**src/rtl/rstc_pkg.sv**
```systemverilog
package rstc_pkg;
  localparam int unsigned REG_W   = 8;
  localparam int unsigned N_CAUSE = 4;
  // flag index -> register bit position (0: power-on, 1: watchdog, 2: supervisor, 3: low level)
  localparam int unsigned CAUSE_BIT [N_CAUSE] = '{0, 2, 3, 4};

  function automatic logic [REG_W-1:0] flags_to_image(input logic [N_CAUSE-1:0] f);
    logic [REG_W-1:0] img;
    img = '0;
    for (int i = 0; i < N_CAUSE; i++) img[CAUSE_BIT[i]] = f[i];
    return img;
  endfunction

  function automatic logic [N_CAUSE-1:0] image_to_flags(input logic [REG_W-1:0] img);
    logic [N_CAUSE-1:0] f;
    for (int i = 0; i < N_CAUSE; i++) f[i] = img[CAUSE_BIT[i]];
    return f;
  endfunction

  function automatic logic [REG_W-1:0] live_mask();
    return flags_to_image({N_CAUSE{1'b1}});
  endfunction
endpackage

```
**src/rtl/rstc_pin_sync.sv**
```systemverilog
module rstc_pin_sync #(
  parameter int unsigned STAGES  = 2,
  parameter logic        RST_VAL = 1'b1
) (
  input  logic clk_i,
  input  logic rst_i,
  input  logic d_i,
  output logic q_o
);
  logic [STAGES-1:0] sh_q = {STAGES{RST_VAL}};

  always_ff @(posedge clk_i) begin
    if (rst_i) sh_q <= {STAGES{RST_VAL}};
    else       sh_q <= {sh_q[STAGES-2:0], d_i};
  end

  assign q_o = sh_q[STAGES-1];
endmodule

```
**src/rtl/rstc_stretch.sv**
```systemverilog
module rstc_stretch #(
  parameter int unsigned N_SRC = 5,
  parameter int unsigned HOLD  = 16
) (
  input  logic             clk_i,
  input  logic [N_SRC-1:0] src_i,
  output logic             rst_o
);
  localparam int unsigned CNT_W = $clog2(HOLD + 1);

  logic [CNT_W-1:0] cnt_q = CNT_W'(HOLD);
  logic             rst_q = 1'b1;

  always_ff @(posedge clk_i) begin
    if (|src_i) begin
      cnt_q <= CNT_W'(HOLD);
      rst_q <= 1'b1;
    end else if (cnt_q != '0) begin
      cnt_q <= cnt_q - 1'b1;
      rst_q <= 1'b1;
    end else begin
      rst_q <= 1'b0;
    end
  end

  assign rst_o = rst_q;

  // any live source raises reset at the next edge
  a_r8_src_raises: assert property (@(posedge clk_i) disable iff (src_i[0])
    (|src_i) |=> rst_q);
  // reset never drops in the cycle right after a source was seen
  a_r8_no_drop_after_src: assert property (@(posedge clk_i) disable iff (src_i[0])
    $fell(rst_q) |-> !$past(|src_i));
endmodule

```
**src/rtl/rstc_flags.sv**
```systemverilog
module rstc_flags #(
  parameter int unsigned        N    = 4,
  parameter logic [N-1:0]       INIT = '0
) (
  input  logic         clk_i,
  input  logic [N-1:0] set_i,
  input  logic         wr_i,
  input  logic [N-1:0] wr_val_i,
  output logic [N-1:0] flags_o
);
  logic [N-1:0] flags_q = INIT;
  logic [N-1:0] flags_d;

  always_comb begin
    for (int i = 0; i < N; i++)
      flags_d[i] = set_i[i] | (wr_i ? wr_val_i[i] : flags_q[i]);
  end

  always_ff @(posedge clk_i) flags_q <= flags_d;

  assign flags_o = flags_q;

  // set_i[0] is the power-on request: it masks the checks below
  // when power-on ends, its flag is already set
  a_r3_por_flag: assert property (@(posedge clk_i) disable iff (set_i[0])
    $fell(set_i[0]) |-> flags_q[0]);

  for (genvar g = 1; g < N; g++) begin : g_chk
    // a cause pulse leaves its flag at 1, write or not
    a_r5_flag_set: assert property (@(posedge clk_i) disable iff (set_i[0])
      set_i[g] |=> flags_q[g]);
  end

  // no cause and no write keeps every flag
  a_r6_hold: assert property (@(posedge clk_i) disable iff (set_i[0])
    (!wr_i && set_i == '0) |=> $stable(flags_q));
endmodule

```
**src/rtl/rstc_cause_reg.sv**
```systemverilog
module rstc_cause_reg
  import rstc_pkg::*;
#(
  parameter int unsigned      STRETCH_CYCLES = 16,
  parameter int unsigned      SYNC_STAGES    = 2,
  parameter logic [REG_W-1:0] POWERUP_IMAGE  = '0
) (
  input  logic             clk_i,
  input  logic             por_i,
  input  logic             ext_rst_n_i,
  input  logic             wdt_req_i,
  input  logic             vls_req_i,
  input  logic             lld_req_i,
  input  logic             reg_sel_i,
  input  logic             reg_we_i,
  input  logic [REG_W-1:0] reg_wdata_i,
  output logic [REG_W-1:0] reg_rdata_o,
  output logic             sys_rst_o
);
  localparam int unsigned N_SRC = N_CAUSE + 1;

  logic               ext_n_sync;
  logic               ext_active;
  logic [N_CAUSE-1:0] cause_vec;
  logic [N_SRC-1:0]   stretch_src;
  logic               wr_ok;
  logic [N_CAUSE-1:0] flags;

  rstc_pin_sync #(.STAGES(SYNC_STAGES), .RST_VAL(1'b1)) u_pin_sync (
    .clk_i (clk_i),
    .rst_i (por_i),
    .d_i   (ext_rst_n_i),
    .q_o   (ext_n_sync)
  );

  assign ext_active  = ~ext_n_sync;
  assign cause_vec   = {lld_req_i, vls_req_i, wdt_req_i, por_i};
  assign stretch_src = {ext_active, cause_vec};

  rstc_stretch #(.N_SRC(N_SRC), .HOLD(STRETCH_CYCLES)) u_stretch (
    .clk_i (clk_i),
    .src_i (stretch_src),
    .rst_o (sys_rst_o)
  );

  assign wr_ok = reg_sel_i & reg_we_i & ~sys_rst_o;

  rstc_flags #(.N(N_CAUSE), .INIT(image_to_flags(POWERUP_IMAGE))) u_flags (
    .clk_i    (clk_i),
    .set_i    (cause_vec),
    .wr_i     (wr_ok),
    .wr_val_i (image_to_flags(reg_wdata_i)),
    .flags_o  (flags)
  );

  assign reg_rdata_o = reg_sel_i ? flags_to_image(flags) : '0;

  always_comb begin
    // reserved positions read back as 0
    a_r1_reserved_zero: assert ((reg_rdata_o & ~live_mask()) == '0);
    // nothing is driven when the register is not selected
    a_r2_idle_zero: assert (reg_sel_i || reg_rdata_o == '0);
  end

  // during reset, only causes can change the flags
  a_r10_write_blocked: assert property (@(posedge clk_i) disable iff (por_i)
    (sys_rst_o && cause_vec == '0) |=> $stable(flags));
  // the external pin alone leaves the flags untouched
  a_r7_pin_no_flag: assert property (@(posedge clk_i) disable iff (por_i)
    (ext_active && cause_vec == '0 && !(reg_sel_i && reg_we_i)) |=> $stable(flags));
  // a cause pulse beats a write on the same edge
  a_r11_cause_wins: assert property (@(posedge clk_i) disable iff (por_i)
    (wr_ok && cause_vec != '0) |=> ((flags & $past(cause_vec)) == $past(cause_vec)));
  // power-on request keeps the system in reset
  a_r3_por_rst: assert property (@(posedge clk_i) disable iff (!por_i)
    por_i |=> sys_rst_o);
endmodule

```
**config.mk**
```make
export PLATFORM = sky130hd
export DESIGN_NAME = rstc_cause_reg
export DESIGN_NICKNAME = d
export VERILOG_FILES = /design/src/rtl/rstc_pkg.sv /design/src/rtl/rstc_pin_sync.sv /design/src/rtl/rstc_stretch.sv /design/src/rtl/rstc_flags.sv /design/src/rtl/rstc_cause_reg.sv
export SDC_FILE = /design/constraint.sdc
export NUM_CORES = 1
export LEC_CHECK = 0
export BUFFER_PORTS_ARGS = -buffer_cell sky130_fd_sc_hd__buf_4
export CAP_MARGIN = 20
export CORE_MARGIN = 10
export CORE_UTILIZATION = 35
export DETAILED_ROUTE_END_ITERATION = 12
export GPL_TIMING_DRIVEN = 0
export PLACE_DENSITY = 0.71
export SLEW_MARGIN = 20
export SYNTH_ARGS = -nofsm -noshare
export SYNTH_HDL_FRONTEND = slang
export SYNTH_HIERARCHICAL = 1
export SYNTH_SLANG_ARGS = --single-unit
```
**constraint.sdc**
```tcl
create_clock -name clk_i -period 1.95 [get_ports clk_i]
set_input_delay 0.2925 -clock clk_i [delete_from_list [all_inputs] [get_ports clk_i]]
set_output_delay 0.2925 -clock clk_i [all_outputs]
set_load 0.01 [all_outputs]
```
Yosys cells after proc, flatten, opt, wreduce, memory -nomap -nowiden:

Cells that the tools add are included.

* flip-flop bits (word level): 12
* bits in latches: 0
* RAM bits: 0
* bits in read-only memories: 0
* output and inout port bits: 9
* logic and storage cells: 21
* memories: 0

* add/sub/neg operators: 1
* multipliers: 0
* divide/modulo/power cells: 0
* order comparisons: 0
* equality and inequality tests: 0
* shift-type cells: 0
* mux-type cells: 6
* bitwise gates (word level): 8
* reductions and logical operators: 2

Operator list (number)
* two-way mux 1 bit: 5
* two-way mux 5 bit: 1
* nonzero test 5 bit: 1
* OR reduction 5 bit: 1
* subtractor 5 x 1 -> 5 bit (second input constant): 1
* bitwise OR 1 bit: 4
* bitwise AND 1 bit: 2
* inverter 1 bit: 2

Depth between registers and ports, before layout:

Gate-level depths: netlist of the first run.

* depth after elaboration: 4
* gate-level depth with buffers: 5
* depth with buffers taken out: 5

Cells and area by module:

Netlist of the first run, hierarchy kept.

Modules (own cells, without submodules)
* rstc_stretch: times used 1, cells an instance 29, area each 282.8 um^2
* rstc_flags: times used 1, cells an instance 12, area each 140.1 um^2
* rstc_cause_reg: times used 1, cells an instance 11, area each 76.3 um^2
* rstc_pin_sync: times used 1, cells an instance 4, area each 52.6 um^2

Worst setup path before layout of the first run:

No wires, ideal clock.

* path kind: register to register
* start point: reg u_stretch.cnt_q[0]
* end point: reg u_stretch.cnt_q[1]
* library setup time: 0.086 ns
* arrival time: 1.112 ns
* required time: 1.864 ns
* slack: 0.753 ns
* cell stages (with the launch flop): 6
* cells stage by stage: dfxtp_1 -> inv_1 -> ha_1 -> nor4b_4 -> nor2b_1 -> a211oi_1

* word-level cells in the longest chain between the ends: 1
* elaborated cells on any way between the ends: 2
* those cells by class: add/sub: 1; reduce/logical: 1

Ends and longest elaborated chain
* from (decl): line rstc_stretch.sv:11 `logic [CNT_W-1:0] cnt_q = CNT_W'(HOLD);`
* from (signal assigned): line rstc_stretch.sv:16 `cnt_q <= CNT_W'(HOLD);`
* from (signal assigned): line rstc_stretch.sv:19 `cnt_q <= cnt_q - 1'b1;`
* subtractor 5 x 1 -> 5 bit / nonzero test 5 bit (equally long branches): line rstc_stretch.sv:19, rstc_stretch.sv:18

Parallel ways exist; a longest one is shown, timed or not.
A chain may end at the register's enable or synchronous reset.

Worst setup path in the final report of the first run:

Same ends and word-level chain as after synthesis.

==> results of run 1 <==
-- worst max-delay path, delay by kind of cell, from the launching register on --
family | cells | cell delay [ps]
compound gates | 1 | 200
simple gates | 2 | 480
fa+ha+maj | 1 | 190
buf+inv | 1 | 100
flops | 1 | 320
-- cell usage in the layout (no fill, tap or decap), drive strengths merged --
cell type	netlist	routed
or2	2	2
a211oi	1	1
nor3b	1	1
buf	4	20
nand2	3	3
mux2i	1	1
xnor2	3	3
nor2b	5	5
dfxtp	12	12
conb	1	4
clkbuf	0	4
a211o	4	4
nor3	4	4
ha	2	2
and2	5	5
nor2	3	3
nor4b	1	1
and3b	1	1
inv	3	3
-- state kept, by name, indices dropped and copies added (netlist names) --
name             count
u_flags/flags_o      4
u_pin_sync/sh_q      2
u_stretch/cnt_q      5
u_stretch/rst_o      1
-- power breakdown --
group | switching [mW] | internal, mW | leakage [nW] | total, mW
clock network | 0.0810 | 0.113 | 0.0210 | 0.194
logic | 0.0248 | 0.0387 | 0.219 | 0.0636
registers | 0.00346 | 0.250 | 0.0977 | 0.253
total | 0.109 | 0.402 | 0.338 | 0.511
-- metal layers --
metal	vias to the layer above	track usage, %	wire length [um]
met1	182	6.55	474
met2	15	9.26	461
met4	0	4.81	10
met5	-	0	0
li1	222	-	-
met3	2	4.87	171
-- final timing paths --
| kind | cells after the start | startpoint | to | slack, ps |
|---|---|---|---|---|
| max | 5 | u_stretch/cnt_q[0] | u_stretch/cnt_q[1] | 580 |
| min | 2 | ext_rst_n_i | u_pin_sync/sh_q[0] | 210 |
| max reg2reg | 5 | u_stretch/cnt_q[0] | u_stretch/cnt_q[1] | 580 |
| min reg2reg | 1 | u_pin_sync/sh_q[0] | u_pin_sync/sh_q[1] | 420 |
-- logic make-up after synthesis --
| family | Yosys count | share of synthesized area [%] |
|---|---|---|
| simple gates | 25 | 29.5 |
| flops | 12 | 43.5 |
| mux | 1 | 1.81 |
| xor+xnor | 3 | 4.76 |
| compound gates | 5 | 7.71 |
| buf+inv | 7 | 7.48 |
| other cells | 1 | 0.680 |
| fa+ha+maj | 2 | 4.53 |
-- cell type report --
class / instances / area share, %
Multi-Input combinational cell: 40 / 38.1
Sequential cell: 12 / 32.5
Timing Repair Buffer: 16 / 16.2
Clock buffer: 4 / 4.91
Buffer: 4 / 4.06
Tap cell: 16 / 2.71
Inverter: 3 / 1.52
-- through the flow --
| step | util [%] | hold slack [ps] |
|---|---|---|
| after global routing | 49.1 | 189 |
| after CTS | 49.1 | 197 |
| after global placement | 46.7 | 395 |
| final | 49.1 | 206 |
| after detailed placement | 46.7 | 400 |
| after floorplan | - | 383 |
==> results.yml, run 1 <==
timing:
  setup_tns_ps: 0
  fin_ws_ps: 578
  rsz0062_at_grt: "false"
  hold_viol: 0
  min_period_over_period_pct: 70.4
  setup_viol: 0
  skew_ps: 7.35
  min_period_ps: 1370
  slew_viol_final: 0
  max_freq_ghz: 0.729
clock_network:
  clkSlewWorstSetupHoldPaths_ps: 80
  root_buffer: "clkbuf_4"
  htree_levels: 1
  max-clock-path-buffers: 2
  cts_tree: "yes"
  cts_buffers: 3
  postCtsResizedCells: 0
  clkLatencyLatePin_ps: 270
  hold_buffers: 0
  cts_setup_buffers: 0
  cts_sinks: 12
die:
  core_area_sq_mm: 0.00151
  pin_count: 25
  initial_core_util_pct: 36.6
  rows: 14
  die_h_um: 59.7
  die_w_um: 59.7
  dieArea_sq_mm: 0.00356
grt:
  antenna_found_initial: 0
  grt_pass1_vias: 405
  grt_use_total_pct: 6.59
  grt_pass1_wl_mm: 1.78
  grt_max_degree: 9
  overflow: 0
drt:
  vias_per_cell: 4.43
  ant_nets: 0
  wl_per_cell_um: 11.8
  dr.pass1.iters: 2
  drt-initial-drc-count: 9
  dr_total_vias: 421
  wl_mm: 1.12
  drc: 0
cells_and_area:
  stdcell_area_sq_um: 739
  ff_latch_area_sq_um: 240
  drive_gt1_share_pct: 36.7
  multi_input_area_sq_um: 282
  areaGrowthSynthToFinish_pct: 34.0
  nNetsFinal: 98
  filler_cell_count: 148
  layoutNonFillerInstCount: 95
  n_antenna_cell: 0
power_and_ir_drop:
  peakVddDrop_v: 0.000309
  p_leak_nw: 0.338
  cellPowerDensity_mw_per_mm2: 691
  p_total_mw: 0.511
synthesis:
  async_flop_share_pct: 0
  synth_top_area_share_pct: 43.5
  synth_area_sq_um: 552
  synthTopCellsByCount: "dfxtp_1 (12), nor2b_1 (5)"
  yosys.area.top_type: "dfxtp_1"
  ys_ff_latch: 12
  synth_most_common_cell: "dfxtp_1"
  avgSynthCellArea_sq_um: 9.85
  yosys_warnings: 6
  synthCells: 56
  netlist-cell-type-count: 19
  synth_area_leaders: "dfxtp_1 (44%), a211o_1 (6.3%), nor2b_1 (5.7%), and2_2 (5.4%), buf_4 (5.4%)"
  synth_edf_count: 0
  yosysSeqAreaShare_pct: 43.5
  synth_ff_type: "dfxtp_1"
placed_design:
  pre_cts_slack_ps: 598
  place_area_sq_um: 703
  routabilityCongestion: 0.752
  io_buffer_count: 16
  dp.cells: 91
critical_path:
  worstPathRequired_ps: 2140
  crit_path_top_delay_cell: "nor4b_4"
  crit_fanout: 6
  arrival_ps: 1560
  start_kind: "flip-flop"
  end_kind: "flip-flop"
  path_class: "reg2reg"
  critical-path-max-stage-delay_ps: 390
  crit_chain: "inv_1 -> ha_1 -> nor4b_4 -> nor2b_1 -> a211oi_1"
job:
  cap_viol_max_count: 0
outcome:
  status: "finished clean"
hold_path:
  hold_path.class: "in2reg"
Power figures use the tool's default switching activity.
==> inputs of run 2 (changes only) <==
--- a/config.mk
+++ b/config.mk
@@ -5,13 +5,14 @@
 export SDC_FILE = /design/constraint.sdc
 export NUM_CORES = 1
 export LEC_CHECK = 0
+export ABC_AREA = 1
 export BUFFER_PORTS_ARGS = -buffer_cell sky130_fd_sc_hd__buf_4
 export CAP_MARGIN = 20
 export CORE_MARGIN = 10
 export CORE_UTILIZATION = 35
 export DETAILED_ROUTE_END_ITERATION = 12
 export GPL_TIMING_DRIVEN = 0
-export PLACE_DENSITY = 0.71
+export PLACE_DENSITY = 0.69
 export SLEW_MARGIN = 20
 export SYNTH_ARGS = -nofsm -noshare
 export SYNTH_HDL_FRONTEND = slang
==> constraint.sdc (replaced) <==
create_clock -name clk_i -period 1.4 [get_ports clk_i]
set_input_delay 0.21 -clock clk_i [delete_from_list [all_inputs] [get_ports clk_i]]
set_output_delay 0.21 -clock clk_i [all_outputs]
set_load 0.01 [all_outputs]
==> results.yml, run 2 <==
cells_and_area:
  largest_reg_flops: 5
  ff_latch_area_sq_um: 240
  stdcell_area_sq_um: 820
  final_cell_mix: "nand2_1 (24), buf_4 (20), inv_1 (18), dfxtp_1 (12), nand3_1 (10)"
  multi_input_area_sq_um: 290
  nNetsFinal: 131
  layout_commonest_cell: "nand2_1"
  areaGrowthSynthToFinish_pct: 32.1
  drive_gt1_share_pct: 27.7
  n_antenna_cell: 0
  filler_cell_count: 172
  top_register: "u_stretch/cnt_q"
critical_path:
  arrival_ps: 1370
  path_class: "reg2reg"
  crit_path_top_delay_cell: "dfxtp_1"
  path_buf_inv: 2
  start_kind: "flip-flop"
  end_kind: "flip-flop"
  crit_chain: "inv_1 -> ha_1 -> inv_1 -> nor2_2 -> nand2_1 -> nand3_1 -> nand2_1"
  crit_family: "simple AND/OR/NAND/NOR gates"
  crit_fanout: 6
  worstPathRequired_ps: 1560
  critical-path-max-stage-delay_ps: 300
placed_design:
  io_buffer_count: 16
  routabilityCongestion: 0.740
  place_area_sq_um: 783
  dp_hpwl_mm: 1.06
synthesis:
  synthCells: 89
  synth_area_sq_um: 621
  synth_most_common_cell: "nand2_1"
  avgSynthCellArea_sq_um: 6.97
  synth_edf_count: 0
  synthTopCellsByCount: "nand2_1 (24), inv_1 (18), dfxtp_1 (12), nand3_1 (10), nor2_1 (8)"
  yosys.area.top_type: "dfxtp_1"
  synth_ff_type: "dfxtp_1"
  yosysSeqAreaShare_pct: 38.7
  ys_ff_latch: 12
  synth_top_area_share_pct: 38.7
  yosys_warnings: 6
  async_flop_share_pct: 0
  netlist-cell-type-count: 17
  synth_area_leaders: "dfxtp_1 (39%), nand2_1 (15%), inv_1 (11%), nand3_1 (8.1%), buf_4 (4.8%)"
drt:
  drc: 0
  wl_per_cell_um: 9.15
  ant_nets: 0
  wl_mm: 1.25
  dr_total_vias: 539
  vias_per_cell: 3.93
  drt-initial-drc-count: 7
  dr.pass1.iters: 4
clock_network:
  htree_levels: 1
  hold_buffers: 0
  max-clock-path-buffers: 2
  postCtsResizedCells: 0
  clkSlewWorstSetupHoldPaths_ps: 80
  clkLatencyLatePin_ps: 270
  root_buffer: "clkbuf_4"
  cts_buffers: 3
  cts_setup_buffers: 0
  cts_tree: "yes"
  cts_sinks: 12
timing:
  max_freq_ghz: 0.825
  skew_ps: 6.33
  setup_tns_ps: 0
  min_period_ps: 1210
  slew_viol_final: 0
  setup_viol: 0
  rsz0062_at_grt: "false"
  min_period_over_period_pct: 86.6
  hold_viol: 0
die:
  die_w_um: 62.1
  core_area_sq_mm: 0.00171
  die_h_um: 62.1
  pin_count: 25
  initial_core_util_pct: 36.3
  dieArea_sq_mm: 0.00386
  rows: 15
outcome:
  status: "finished clean"
power_and_ir_drop:
  p_leak_nw: 0.485
  cellPowerDensity_mw_per_mm2: 889
  peakVddDrop_v: 0.000554
hold_path:
  hold_path.class: "in2reg"
grt:
  antenna_found_initial: 0
  grt_pass1_wl_mm: 2.35
  overflow: 0
  grt_max_degree: 8
  grt_use_total_pct: 7.33
  grt_pass1_vias: 551
job:
  cap_viol_max_count: 0
run 2: worst paths after layout:
kind	startpoint	depth (start not counted)	endpoint	slack [ps]
max	u_stretch/cnt_q[0]	7	u_stretch/cnt_q[4]	190
min	ext_rst_n_i	3	u_pin_sync/sh_q[0]	120
max reg2reg	u_stretch/cnt_q[0]	7	u_stretch/cnt_q[4]	190
min reg2reg	u_pin_sync/sh_q[0]	2	u_pin_sync/sh_q[1]	420
run 2: logic make-up after synthesis:
logic type	after synthesis	synth area share [%]
DFF	12	38.7
AOI/OAI and AO/OA	2	2.02
and+or+nand+nor	48	36.9
adders and majority gates	2	4.03
buffers and inverters	23	16.3
xor gates and xnor gates	1	1.41
other	1	0.604
run 2: stage by stage:
stage	instances	hold WS, ps	utilization [%]	total power, mW	setup WS (ps)
5_1_grt	137	132	48.0	0.773	48.6
3_3_place_gp	133	387	45.9	0.463	241
3_5_place_dp	133	392	45.9	0.466	204
4_1_cts	137	106	48.0	0.746	184
6_report	137	118	48.0	0.728	188
2_1_floorplan	92	295	-	0.422	322
run 2: worst reg2reg max path, cell delays in order (launching register included):
cell and delay [ps]:
dfxtp_1 300, inv_1 150, ha_1 180, inv_1 40, nor2_2 180, nand2_1 110
nand3_1 100, nand2_1 50
run 2: where the power goes:
| group | leakage [nW] | switching (mW) | internal [mW] |
|---|---|---|---|
| Sequential | 0.0977 | 0.00390 | 0.348 |
| Clock | 0.0210 | 0.113 | 0.158 |
| Combinational | 0.366 | 0.0510 | 0.0548 |
| Total | 0.485 | 0.168 | 0.560 |
run 2: layer usage:
layer / up-vias / GRT usage (%) / routed length [um]
met2: 17 / 11.0 / 522
met5: - / 0 / 0
li1: 301 / - / -
met4: 0 / 4.29 / 5
met3: 2 / 3.05 / 95
met1: 219 / 8.46 / 629
run 2: layout make-up:
| type | instances | share of cell area, % |
|---|---|---|
| Timing Repair Buffer | 16 | 14.7 |
| Buffer | 4 | 3.66 |
| Clock buffer | 4 | 4.43 |
| Sequential cell | 12 | 29.3 |
| Multi-Input combinational cell | 57 | 35.4 |
| Tap cell | 25 | 3.82 |
| Inverter | 19 | 8.70 |
